--- src/rtl/rtcw_pkg.sv ---
package rtcw_pkg;
  localparam int BYTE_W = 8;
  localparam int CMD_W  = 3;
  localparam int IDX_W  = 3;
  localparam int BCNT_W = $clog2(BYTE_W + 1);
  localparam logic [3:0] DEV_CODE = 4'b0110;

  localparam logic [CMD_W-1:0] CMD_RESET    = 3'd0;
  localparam logic [CMD_W-1:0] CMD_STATUS   = 3'd1;
  localparam logic [CMD_W-1:0] CMD_TIME_ALL = 3'd2;
  localparam logic [CMD_W-1:0] CMD_TIME_HMS = 3'd3;
  localparam logic [CMD_W-1:0] CMD_ALM_A    = 3'd4;
  localparam logic [CMD_W-1:0] CMD_ALM_B    = 3'd5;

  typedef enum logic [3:0] {
    PH_IDLE, PH_HDR, PH_ACK_PREP, PH_ACK, PH_WR,
    PH_RD, PH_RD_ACK, PH_RD_NEXT, PH_SKIP
  } phase_e;

  function automatic logic [IDX_W-1:0] burst_len(input logic [CMD_W-1:0] c);
    case (c)
      CMD_STATUS:          burst_len = 3'd1;
      CMD_TIME_ALL:        burst_len = 3'd7;
      CMD_TIME_HMS:        burst_len = 3'd3;
      CMD_ALM_A, CMD_ALM_B: burst_len = 3'd2;
      default:             burst_len = 3'd0;
    endcase
  endfunction

  function automatic logic is_readable(input logic [CMD_W-1:0] c);
    is_readable = (c == CMD_STATUS) || (c == CMD_TIME_ALL) || (c == CMD_TIME_HMS);
  endfunction

  function automatic logic holds_counter(input logic [CMD_W-1:0] c);
    holds_counter = (c == CMD_TIME_ALL) || (c == CMD_TIME_HMS);
  endfunction
endpackage

--- src/rtl/rtcw_bus_sync.sv ---
module rtcw_bus_sync #(
  parameter int SYNC_STAGES = 2
) (
  input  logic clk,
  input  logic rst_n,
  input  logic scl_i,
  input  logic sda_i,
  output logic sda_s,
  output logic scl_rise,
  output logic scl_fall,
  output logic start_det,
  output logic stop_det
);
  logic scl_s, scl_d, sda_d;

  generate
    if (SYNC_STAGES == 1) begin : g_one
      logic scl_q, sda_q;
      always_ff @(posedge clk or negedge rst_n) begin
        if (!rst_n) begin
          scl_q <= 1'b1;
          sda_q <= 1'b1;
        end else begin
          scl_q <= scl_i;
          sda_q <= sda_i;
        end
      end
      assign scl_s = scl_q;
      assign sda_s = sda_q;
    end else begin : g_chain
      logic [SYNC_STAGES-1:0] scl_q, sda_q;
      always_ff @(posedge clk or negedge rst_n) begin
        if (!rst_n) begin
          scl_q <= '1;
          sda_q <= '1;
        end else begin
          scl_q <= {scl_q[SYNC_STAGES-2:0], scl_i};
          sda_q <= {sda_q[SYNC_STAGES-2:0], sda_i};
        end
      end
      assign scl_s = scl_q[SYNC_STAGES-1];
      assign sda_s = sda_q[SYNC_STAGES-1];
    end
  endgenerate

  always_ff @(posedge clk or negedge rst_n) begin
    if (!rst_n) begin
      scl_d <= 1'b1;
      sda_d <= 1'b1;
    end else begin
      scl_d <= scl_s;
      sda_d <= sda_s;
    end
  end

  assign scl_rise  = scl_s & ~scl_d;
  assign scl_fall  = ~scl_s & scl_d;
  assign start_det = scl_s & scl_d & sda_d & ~sda_s;
  assign stop_det  = scl_s & scl_d & ~sda_d & sda_s;
endmodule

--- src/rtl/rtcw_xfer_ctrl.sv ---
module rtcw_xfer_ctrl
  import rtcw_pkg::*;
(
  input  logic              clk,
  input  logic              rst_n,
  input  logic              sda_s,
  input  logic              scl_rise,
  input  logic              scl_fall,
  input  logic              start_det,
  input  logic              stop_det,
  input  logic [BYTE_W-1:0] rd_data_i,
  output logic              sda_oe_o,
  output logic [CMD_W-1:0]  cmd_o,
  output logic [IDX_W-1:0]  idx_o,
  output logic              cmd_stb_o,
  output logic              rd_stb_o,
  output logic              wr_stb_o,
  output logic [BYTE_W-1:0] wr_data_o,
  output logic              hold_o,
  output logic              restart_o
);
  localparam logic [BCNT_W-1:0] LAST_BIT = BCNT_W'(BYTE_W - 1);
  localparam logic [BCNT_W-1:0] ALL_BITS = BCNT_W'(BYTE_W);

  phase_e              ph, ph_n;
  logic [BCNT_W-1:0]   bcnt, bcnt_n;
  logic [BYTE_W-2:0]   shreg, shreg_n;
  logic [BYTE_W-1:0]   tx, tx_n, txv;
  logic [CMD_W-1:0]    cmd, cmd_n;
  logic                rw, rw_n, from_hdr, from_hdr_n;
  logic [IDX_W-1:0]    idx, idx_n, len, len_m1;
  logic                oe, oe_n, hold, hold_n, rst_p, rst_p_n;
  logic                cstb_n, rstb_n, wstb_n, cstb, rstb, wstb;
  logic [BYTE_W-1:0]   wdat, wdat_n;
  logic                last;

  assign len    = burst_len(cmd);
  assign len_m1 = len - 3'd1;
  assign last   = (idx == len_m1);
  assign txv    = is_readable(cmd) ? rd_data_i : '1;

  always_comb begin
    ph_n = ph; bcnt_n = bcnt; shreg_n = shreg; tx_n = tx;
    cmd_n = cmd; rw_n = rw; from_hdr_n = from_hdr; idx_n = idx;
    oe_n = oe; hold_n = hold; wdat_n = wdat;
    rst_p_n = 1'b0; cstb_n = 1'b0; rstb_n = 1'b0; wstb_n = 1'b0;
    if (start_det || stop_det) begin
      ph_n   = start_det ? PH_HDR : PH_IDLE;
      bcnt_n = '0;
      idx_n  = '0;
      oe_n   = 1'b0;
      if (hold) begin
        hold_n  = 1'b0;
        rst_p_n = 1'b1;
      end
    end else begin
      case (ph)
        PH_HDR: if (scl_rise) begin
          shreg_n = {shreg[BYTE_W-3:0], sda_s};
          bcnt_n  = bcnt + 1'b1;
          if (bcnt == LAST_BIT) begin
            if (shreg[BYTE_W-2:BYTE_W-5] == DEV_CODE) begin
              cmd_n      = shreg[CMD_W-1:0];
              rw_n       = sda_s;
              from_hdr_n = 1'b1;
              ph_n       = PH_ACK_PREP;
            end else begin
              ph_n = PH_SKIP;
            end
          end
        end
        PH_WR: if (scl_rise) begin
          bcnt_n = bcnt + 1'b1;
          if (bcnt == LAST_BIT) begin
            wdat_n     = {sda_s, shreg};
            wstb_n     = 1'b1;
            from_hdr_n = 1'b0;
            ph_n       = PH_ACK_PREP;
          end else begin
            shreg_n[bcnt[2:0]] = sda_s;
          end
        end
        PH_ACK_PREP: if (scl_fall) begin
          oe_n = 1'b1;
          ph_n = PH_ACK;
          if (from_hdr) begin
            cstb_n = 1'b1;
            if (!rw && holds_counter(cmd)) hold_n = 1'b1;
            if (rw && is_readable(cmd))    rstb_n = 1'b1;
          end else if (last && hold) begin
            hold_n  = 1'b0;
            rst_p_n = 1'b1;
          end
        end
        PH_ACK: if (scl_fall) begin
          oe_n   = 1'b0;
          bcnt_n = '0;
          if (from_hdr) begin
            if (len == '0) begin
              ph_n = PH_SKIP;
            end else if (rw) begin
              tx_n = txv;
              oe_n = ~txv[0];
              ph_n = PH_RD;
            end else begin
              ph_n = PH_WR;
            end
          end else if (last) begin
            ph_n = PH_SKIP;
          end else begin
            idx_n = idx + 3'd1;
            ph_n  = PH_WR;
          end
        end
        PH_RD: begin
          if (scl_rise) bcnt_n = bcnt + 1'b1;
          if (scl_fall) begin
            if (bcnt == ALL_BITS) begin
              oe_n = 1'b0;
              ph_n = PH_RD_ACK;
            end else begin
              oe_n = ~tx[bcnt[2:0]];
            end
          end
        end
        PH_RD_ACK: if (scl_rise) begin
          if (sda_s || last) begin
            ph_n = PH_SKIP;
          end else begin
            idx_n  = idx + 3'd1;
            rstb_n = is_readable(cmd);
            ph_n   = PH_RD_NEXT;
          end
        end
        PH_RD_NEXT: if (scl_fall) begin
          tx_n   = txv;
          oe_n   = ~txv[0];
          bcnt_n = '0;
          ph_n   = PH_RD;
        end
        default: ;
      endcase
    end
  end

  always_ff @(posedge clk or negedge rst_n) begin
    if (!rst_n) begin
      ph <= PH_IDLE; bcnt <= '0; shreg <= '0; tx <= '1;
      cmd <= '0; rw <= 1'b0; from_hdr <= 1'b0; idx <= '0;
      oe <= 1'b0; hold <= 1'b0; rst_p <= 1'b0; wdat <= '0;
      cstb <= 1'b0; rstb <= 1'b0; wstb <= 1'b0;
    end else begin
      ph <= ph_n; bcnt <= bcnt_n; shreg <= shreg_n; tx <= tx_n;
      cmd <= cmd_n; rw <= rw_n; from_hdr <= from_hdr_n; idx <= idx_n;
      oe <= oe_n; hold <= hold_n; rst_p <= rst_p_n; wdat <= wdat_n;
      cstb <= cstb_n; rstb <= rstb_n; wstb <= wstb_n;
    end
  end

  assign sda_oe_o  = oe;
  assign cmd_o     = cmd;
  assign idx_o     = idx;
  assign cmd_stb_o = cstb;
  assign rd_stb_o  = rstb;
  assign wr_stb_o  = wstb;
  assign wr_data_o = wdat;
  assign hold_o    = hold;
  assign restart_o = rst_p;
endmodule

--- src/rtl/rtcw_cmd_if.sv ---
module rtcw_cmd_if
  import rtcw_pkg::*;
#(
  parameter int SYNC_STAGES = 2
) (
  input  logic              clk,
  input  logic              rst_n,
  input  logic              scl_i,
  input  logic              sda_i,
  output logic              sda_oe_o,
  input  logic [BYTE_W-1:0] rd_data_i,
  output logic [CMD_W-1:0]  cmd_o,
  output logic [IDX_W-1:0]  idx_o,
  output logic              cmd_stb_o,
  output logic              rd_stb_o,
  output logic              wr_stb_o,
  output logic [BYTE_W-1:0] wr_data_o,
  output logic              hold_o,
  output logic              restart_o
);
  logic rst_meta, rst_sync_n;
  logic sda_s, scl_rise, scl_fall, start_det, stop_det;

  always_ff @(posedge clk or negedge rst_n) begin
    if (!rst_n) begin
      rst_meta   <= 1'b0;
      rst_sync_n <= 1'b0;
    end else begin
      rst_meta   <= 1'b1;
      rst_sync_n <= rst_meta;
    end
  end

  rtcw_bus_sync #(.SYNC_STAGES(SYNC_STAGES)) u_sync (
    .clk(clk), .rst_n(rst_sync_n), .scl_i(scl_i), .sda_i(sda_i),
    .sda_s(sda_s), .scl_rise(scl_rise), .scl_fall(scl_fall),
    .start_det(start_det), .stop_det(stop_det)
  );

  rtcw_xfer_ctrl u_ctrl (
    .clk(clk), .rst_n(rst_sync_n), .sda_s(sda_s),
    .scl_rise(scl_rise), .scl_fall(scl_fall),
    .start_det(start_det), .stop_det(stop_det),
    .rd_data_i(rd_data_i), .sda_oe_o(sda_oe_o), .cmd_o(cmd_o),
    .idx_o(idx_o), .cmd_stb_o(cmd_stb_o), .rd_stb_o(rd_stb_o),
    .wr_stb_o(wr_stb_o), .wr_data_o(wr_data_o),
    .hold_o(hold_o), .restart_o(restart_o)
  );
endmodule

--- config.mk ---
export PLATFORM = sky130hd
export DESIGN_NAME = rtcw_cmd_if
export DESIGN_NICKNAME = d
export VERILOG_FILES = /design/src/rtl/rtcw_pkg.sv /design/src/rtl/rtcw_bus_sync.sv /design/src/rtl/rtcw_xfer_ctrl.sv /design/src/rtl/rtcw_cmd_if.sv
export SDC_FILE = /design/constraint.sdc
export NUM_CORES = 1
export LEC_CHECK = 0
export ABC_AREA = 1
export BUFFER_PORTS_ARGS = -buffer_cell sky130_fd_sc_hd__buf_2
export CELL_PAD_IN_SITES_DETAIL_PLACEMENT = 1
export CELL_PAD_IN_SITES_GLOBAL_PLACEMENT = 1
export CORE_AREA = 2 2 82 84
export CTS_CLUSTER_DIAMETER = 60
export DETAILED_ROUTE_END_ITERATION = 16
export DIE_AREA = 0 0 84 86
export GPL_ROUTABILITY_DRIVEN = 0
export PLACE_DENSITY = 0.82
export SETUP_SLACK_MARGIN = 0.05
export SYNTH_ARGS = -nofsm -noshare
export SYNTH_HDL_FRONTEND = slang
export SYNTH_HIERARCHICAL = 1
export SYNTH_SLANG_ARGS = --single-unit
--- constraint.sdc ---
create_clock -name clk -period 2.75 [get_ports clk]
set_input_delay 0 -clock clk [delete_from_list [all_inputs] [get_ports clk]]
set_output_delay 0 -clock clk [all_outputs]
set_load 0.01 [all_outputs]
==> qor.tcl <==
set qor(hold_path.startpoint) {sda_i}
set qor(post-route-worst-setup-slack_ns) 0.355
set qor(global_route.overflow_total) 0
set qor(synth_area_per_cell_um2) 7.82
set qor(instances_no_fill) 500
set qor(detailedPlace.worstSlack_ns) 0.395
set qor(vias) 2644
set qor(max-cap-violations) 0
set qor(final_core_util) 0.540
set qor(layout_min_cycle_time_ns) 2.40
set qor(routedWlPerCell_um) 14.9
set qor(cts_buffer_depth) 2
set qor(timing.critical_path.cells) {o21ai_2, ha_1, xnor2_1, nor2_1, nand2_1, nand3_2, nand3_1, nand2_1, nand2_1, nand2_1}
set qor(seq_area_frac_synth) 0.458
set qor(layout-drive-gt1-share) 0.222
set qor(vias_per_cell) 5.29
set qor(holdCritPathClass) {input pin to flop}
set qor(floorplan.initialDensity) 0.467
set qor(first_pass_iters) 4
set qor(cellPowerDensity_mw_per_mm2) 621
set qor(critPathMaxFanout) 12
set qor(worst-setup-path-type) {flop to flop}
set qor(tritoncts_num_sinks) 53
set qor(synthesis.instances) 375
set qor(hold_viol_final) 0
set qor(endpoint_kind) {flop}
set qor(drt_iter0_markers) 101
set qor(crit_family) {simple AND/OR/NAND/NOR gates}
set qor(reg2reg_from) {u_ctrl/cmd_o[1]}
set qor(fin_setup_tns_ns) 0
set qor(area.growth.synth_to_final_pct) 15.6
set qor(root_buffer_cell) {sky130_fd_sc_hd__clkbuf_8}
set qor(core_area_mm2) 0.00628
set qor(core.rowCount) 29
set qor(io_buffers) 31
set qor(synth_top_cell_area_share) 0.333
set qor(grt_first_pass_wirelength_um) 13200
set qor(hpwlAfterDp_um) 5690
set qor(cp-start-kind) {flop}
set qor(grt_antenna_before_repair) 0
set qor(yosys-top-cells-area) {sky130_fd_sc_hd__dfrtp_1 (33%), sky130_fd_sc_hd__dfstp_2 (13%), sky130_fd_sc_hd__nand2_1 (9.1%)}
set qor(comb_power_share) 0.304
set qor(ffs_latches_synth) 53
set qor(internal_power_w) 0.00129
set qor(design.final.nets) 439
set qor(status) {completed}
set qor(critical_path_required_ns) 2.95
set qor(antenna_left) 0
set qor(fin_crit_sh) 0.871
set qor(unrepaired_setup_endpoints_after_global_routing) {false}
set qor(power.share.sequential) 0.484
set qor(tritoncts) {yes}
set qor(p_sw_w) 0.000815
set qor(leakage_nw) 1.70
set qor(number_of_global_route_vias_before_repair) 2863
set qor(p_sw_frac) 0.388
set qor(synth.cell_area_mm2) 0.00293
set qor(drc) 0
set qor(placedCellCount) 480
set qor(max_stage_delay_ns) 0.49
set qor(numCtsBuffers) 5
set qor(crit_path_top_delay_cell) {sky130_fd_sc_hd__o21ai_2}
set qor(clkLatencyLatePin_ns) 0.31
set qor(critical_path.n_buffers_inverters) 0
set qor(global_route.usage.total) 0.228
set qor(die_y_um) 86
set qor(power.ir.vdd_worst_uv) 407
set qor(io_pins) 32
set qor(slew-limit-headroom) 0.347
set qor(timing.critical_path.arrival_ns) 2.60
set qor(postCtsResizedCells) 0
set qor(critical_path.most_common_cell) {sky130_fd_sc_hd__nand2_1}
set qor(synth_largest_area_cell) {sky130_fd_sc_hd__dfrtp_1}
set qor(die_area_mm2) 0.00722
set qor(hold-path-cell-count) 2
set qor(cts.reportedPaths.clkPinSlew_ns) 0.10
set qor(synth.net_count) 392
set qor(worstHoldEndpoint) {u_sync/g_chain.sda_q[0]}
set qor(ff2ff_path_depth) 10
set qor(max_slew.worst_pin.slew_ns) 0.979
set qor(post_synth_num_cell_types) 31
set qor(r2r_end) {u_ctrl/idx_o[1]}
set qor(r2r_slack_ns) 0.35
set qor(largest_net_degree_at_the_start_of_global_routing) 46
set qor(slew_violations) 0
set qor(finalSetupViolations) 0
set qor(clock.fmax_mhz) 417
set qor(htree_num_levels) 2
set qor(clock_skew_ns) 0.00937
set qor(diodes_inserted) 0
set qor(die_width_um) 84
set qor(route.final.wire_length_um) 7470
set qor(power_frac_clock) 0.212
set qor(ys_warn_count) 6
## through the flow
step	hold slack, ns	instance area [um2]	total power, W
floorplan	-0.296	2930	0.00145
global placement	-0.215	3180	0.00162
detailed placement	-0.214	3180	0.00166
CTS	0.331	3390	0.00212
global route	0.319	3390	0.00226
finish	0.332	3390	0.00210
## repair_timing
action | 4_1_cts | 5_1_grt
hold endpoints to repair | 12 | 0
hold buffers | 12 | 0
buffers inserted | 0 | 0
## cells in the mapped netlist
| cell | count |
|---|---|
| sky130_fd_sc_hd__o21ai_2 | 10 |
| sky130_fd_sc_hd__o21ai_1 | 19 |
| sky130_fd_sc_hd__buf_2 | 1 |
| sky130_fd_sc_hd__a22oi_1 | 5 |
| sky130_fd_sc_hd__xnor2_1 | 3 |
| sky130_fd_sc_hd__conb_1 | 1 |
| sky130_fd_sc_hd__nor2_2 | 3 |
| sky130_fd_sc_hd__dfstp_2 | 14 |
| sky130_fd_sc_hd__nand4_1 | 4 |
| sky130_fd_sc_hd__nand2_2 | 7 |
| sky130_fd_sc_hd__buf_4 | 2 |
| sky130_fd_sc_hd__nor4_1 | 2 |
| sky130_fd_sc_hd__inv_2 | 8 |
| sky130_fd_sc_hd__dfrtp_1 | 39 |
| sky130_fd_sc_hd__nand2_1 | 71 |
| sky130_fd_sc_hd__nor2_1 | 34 |
| sky130_fd_sc_hd__nor3_2 | 1 |
| sky130_fd_sc_hd__inv_1 | 55 |
| sky130_fd_sc_hd__nor2_4 | 4 |
| sky130_fd_sc_hd__nand3_2 | 1 |
| sky130_fd_sc_hd__nand3_1 | 30 |
| sky130_fd_sc_hd__a21oi_1 | 15 |
| sky130_fd_sc_hd__o22ai_1 | 5 |
| sky130_fd_sc_hd__o211ai_2 | 1 |
| sky130_fd_sc_hd__clkbuf_1 | 4 |
| sky130_fd_sc_hd__nand2_4 | 1 |
| sky130_fd_sc_hd__nor3_1 | 4 |
| sky130_fd_sc_hd__nand3b_1 | 1 |
| sky130_fd_sc_hd__o21ai_0 | 24 |
| sky130_fd_sc_hd__o21ai_4 | 1 |
| sky130_fd_sc_hd__ha_1 | 5 |
## cells by family after synthesis
kind of cell | Yosys count | synth area share
xor+xnor | 3 | 0.00896
compound gates | 80 | 0.162
flops | 53 | 0.458
fa+ha+maj | 5 | 0.0213
other cells | 1 | 0.00128
simple gates | 163 | 0.255
buf+inv | 70 | 0.0926
## power by group through the flow
stage	sequential [W]	clock (W)	combinational [W]
after floorplan	0.000994	0	0.000457
after global placement	0.00103	0	0.000595
after detailed placement	0.00103	0	0.000621
after CTS	0.00102	0.000465	0.000641
after global routing	0.00104	0.000493	0.000731
final	0.00102	0.000445	0.000640
## per-layer routing
metal / part of all wire / GRT usage
met1: 0.45 / 0.274
met2: 0.51 / 0.420
met3: 0.025 / 0.0318
met4: 0.019 / 0.0762
met5: 0 / 0
## sequential cells by signal, indices dropped and copies added (netlist names), 3 cells and up
name and count:
u_ctrl/bcnt 4, u_ctrl/cmd_o 3, u_ctrl/idx_o 3, u_ctrl/ph 4, u_ctrl/shreg 7, u_ctrl/tx 8
u_ctrl/wr_data_o 8
## how the worst max path moves through the flow
stage,start,endpoint,slack (ns),cells after the start
floorplan,u_ctrl/cmd_o[0],u_ctrl/idx_o[0],0.70,11
global placement,u_ctrl/cmd_o[1],u_ctrl/idx_o[0],0.55,10
detailed placement,u_ctrl/cmd_o[1],u_ctrl/idx_o[1],0.40,10
CTS,u_ctrl/cmd_o[1],u_ctrl/idx_o[1],0.36,10
global route,u_ctrl/cmd_o[1],u_ctrl/idx_o[1],0.14,10
finish,u_ctrl/cmd_o[1],u_ctrl/idx_o[1],0.35,10
## cells in the final DEF, fill, tap and decap left out, drive strengths merged, types with 6 or more instances in the layout
cell | netlist | layout
nor2 | 41 | 41
inv | 63 | 63
dfstp | 14 | 14
nand2 | 79 | 79
o21ai | 54 | 54
nand3 | 31 | 31
dlygate4sd3 | 0 | 12
a21oi | 15 | 15
dfrtp | 39 | 39
clkbuf | 4 | 6
buf | 3 | 35
## layout make-up
| type | count | area [um2] |
|---|---|---|
| Timing Repair Buffer | 47 | 305 |
| Fill cell | 788 | 2890 |
| Inverter | 63 | 236 |
| Clock buffer | 6 | 72.6 |
| Clock inverter | 2 | 16.3 |
| Sequential cell | 53 | 1350 |
| Tap cell | 77 | 96.3 |
| Multi-Input combinational cell | 252 | 1320 |
Note: power is estimated with default switching activity, not from simulation.
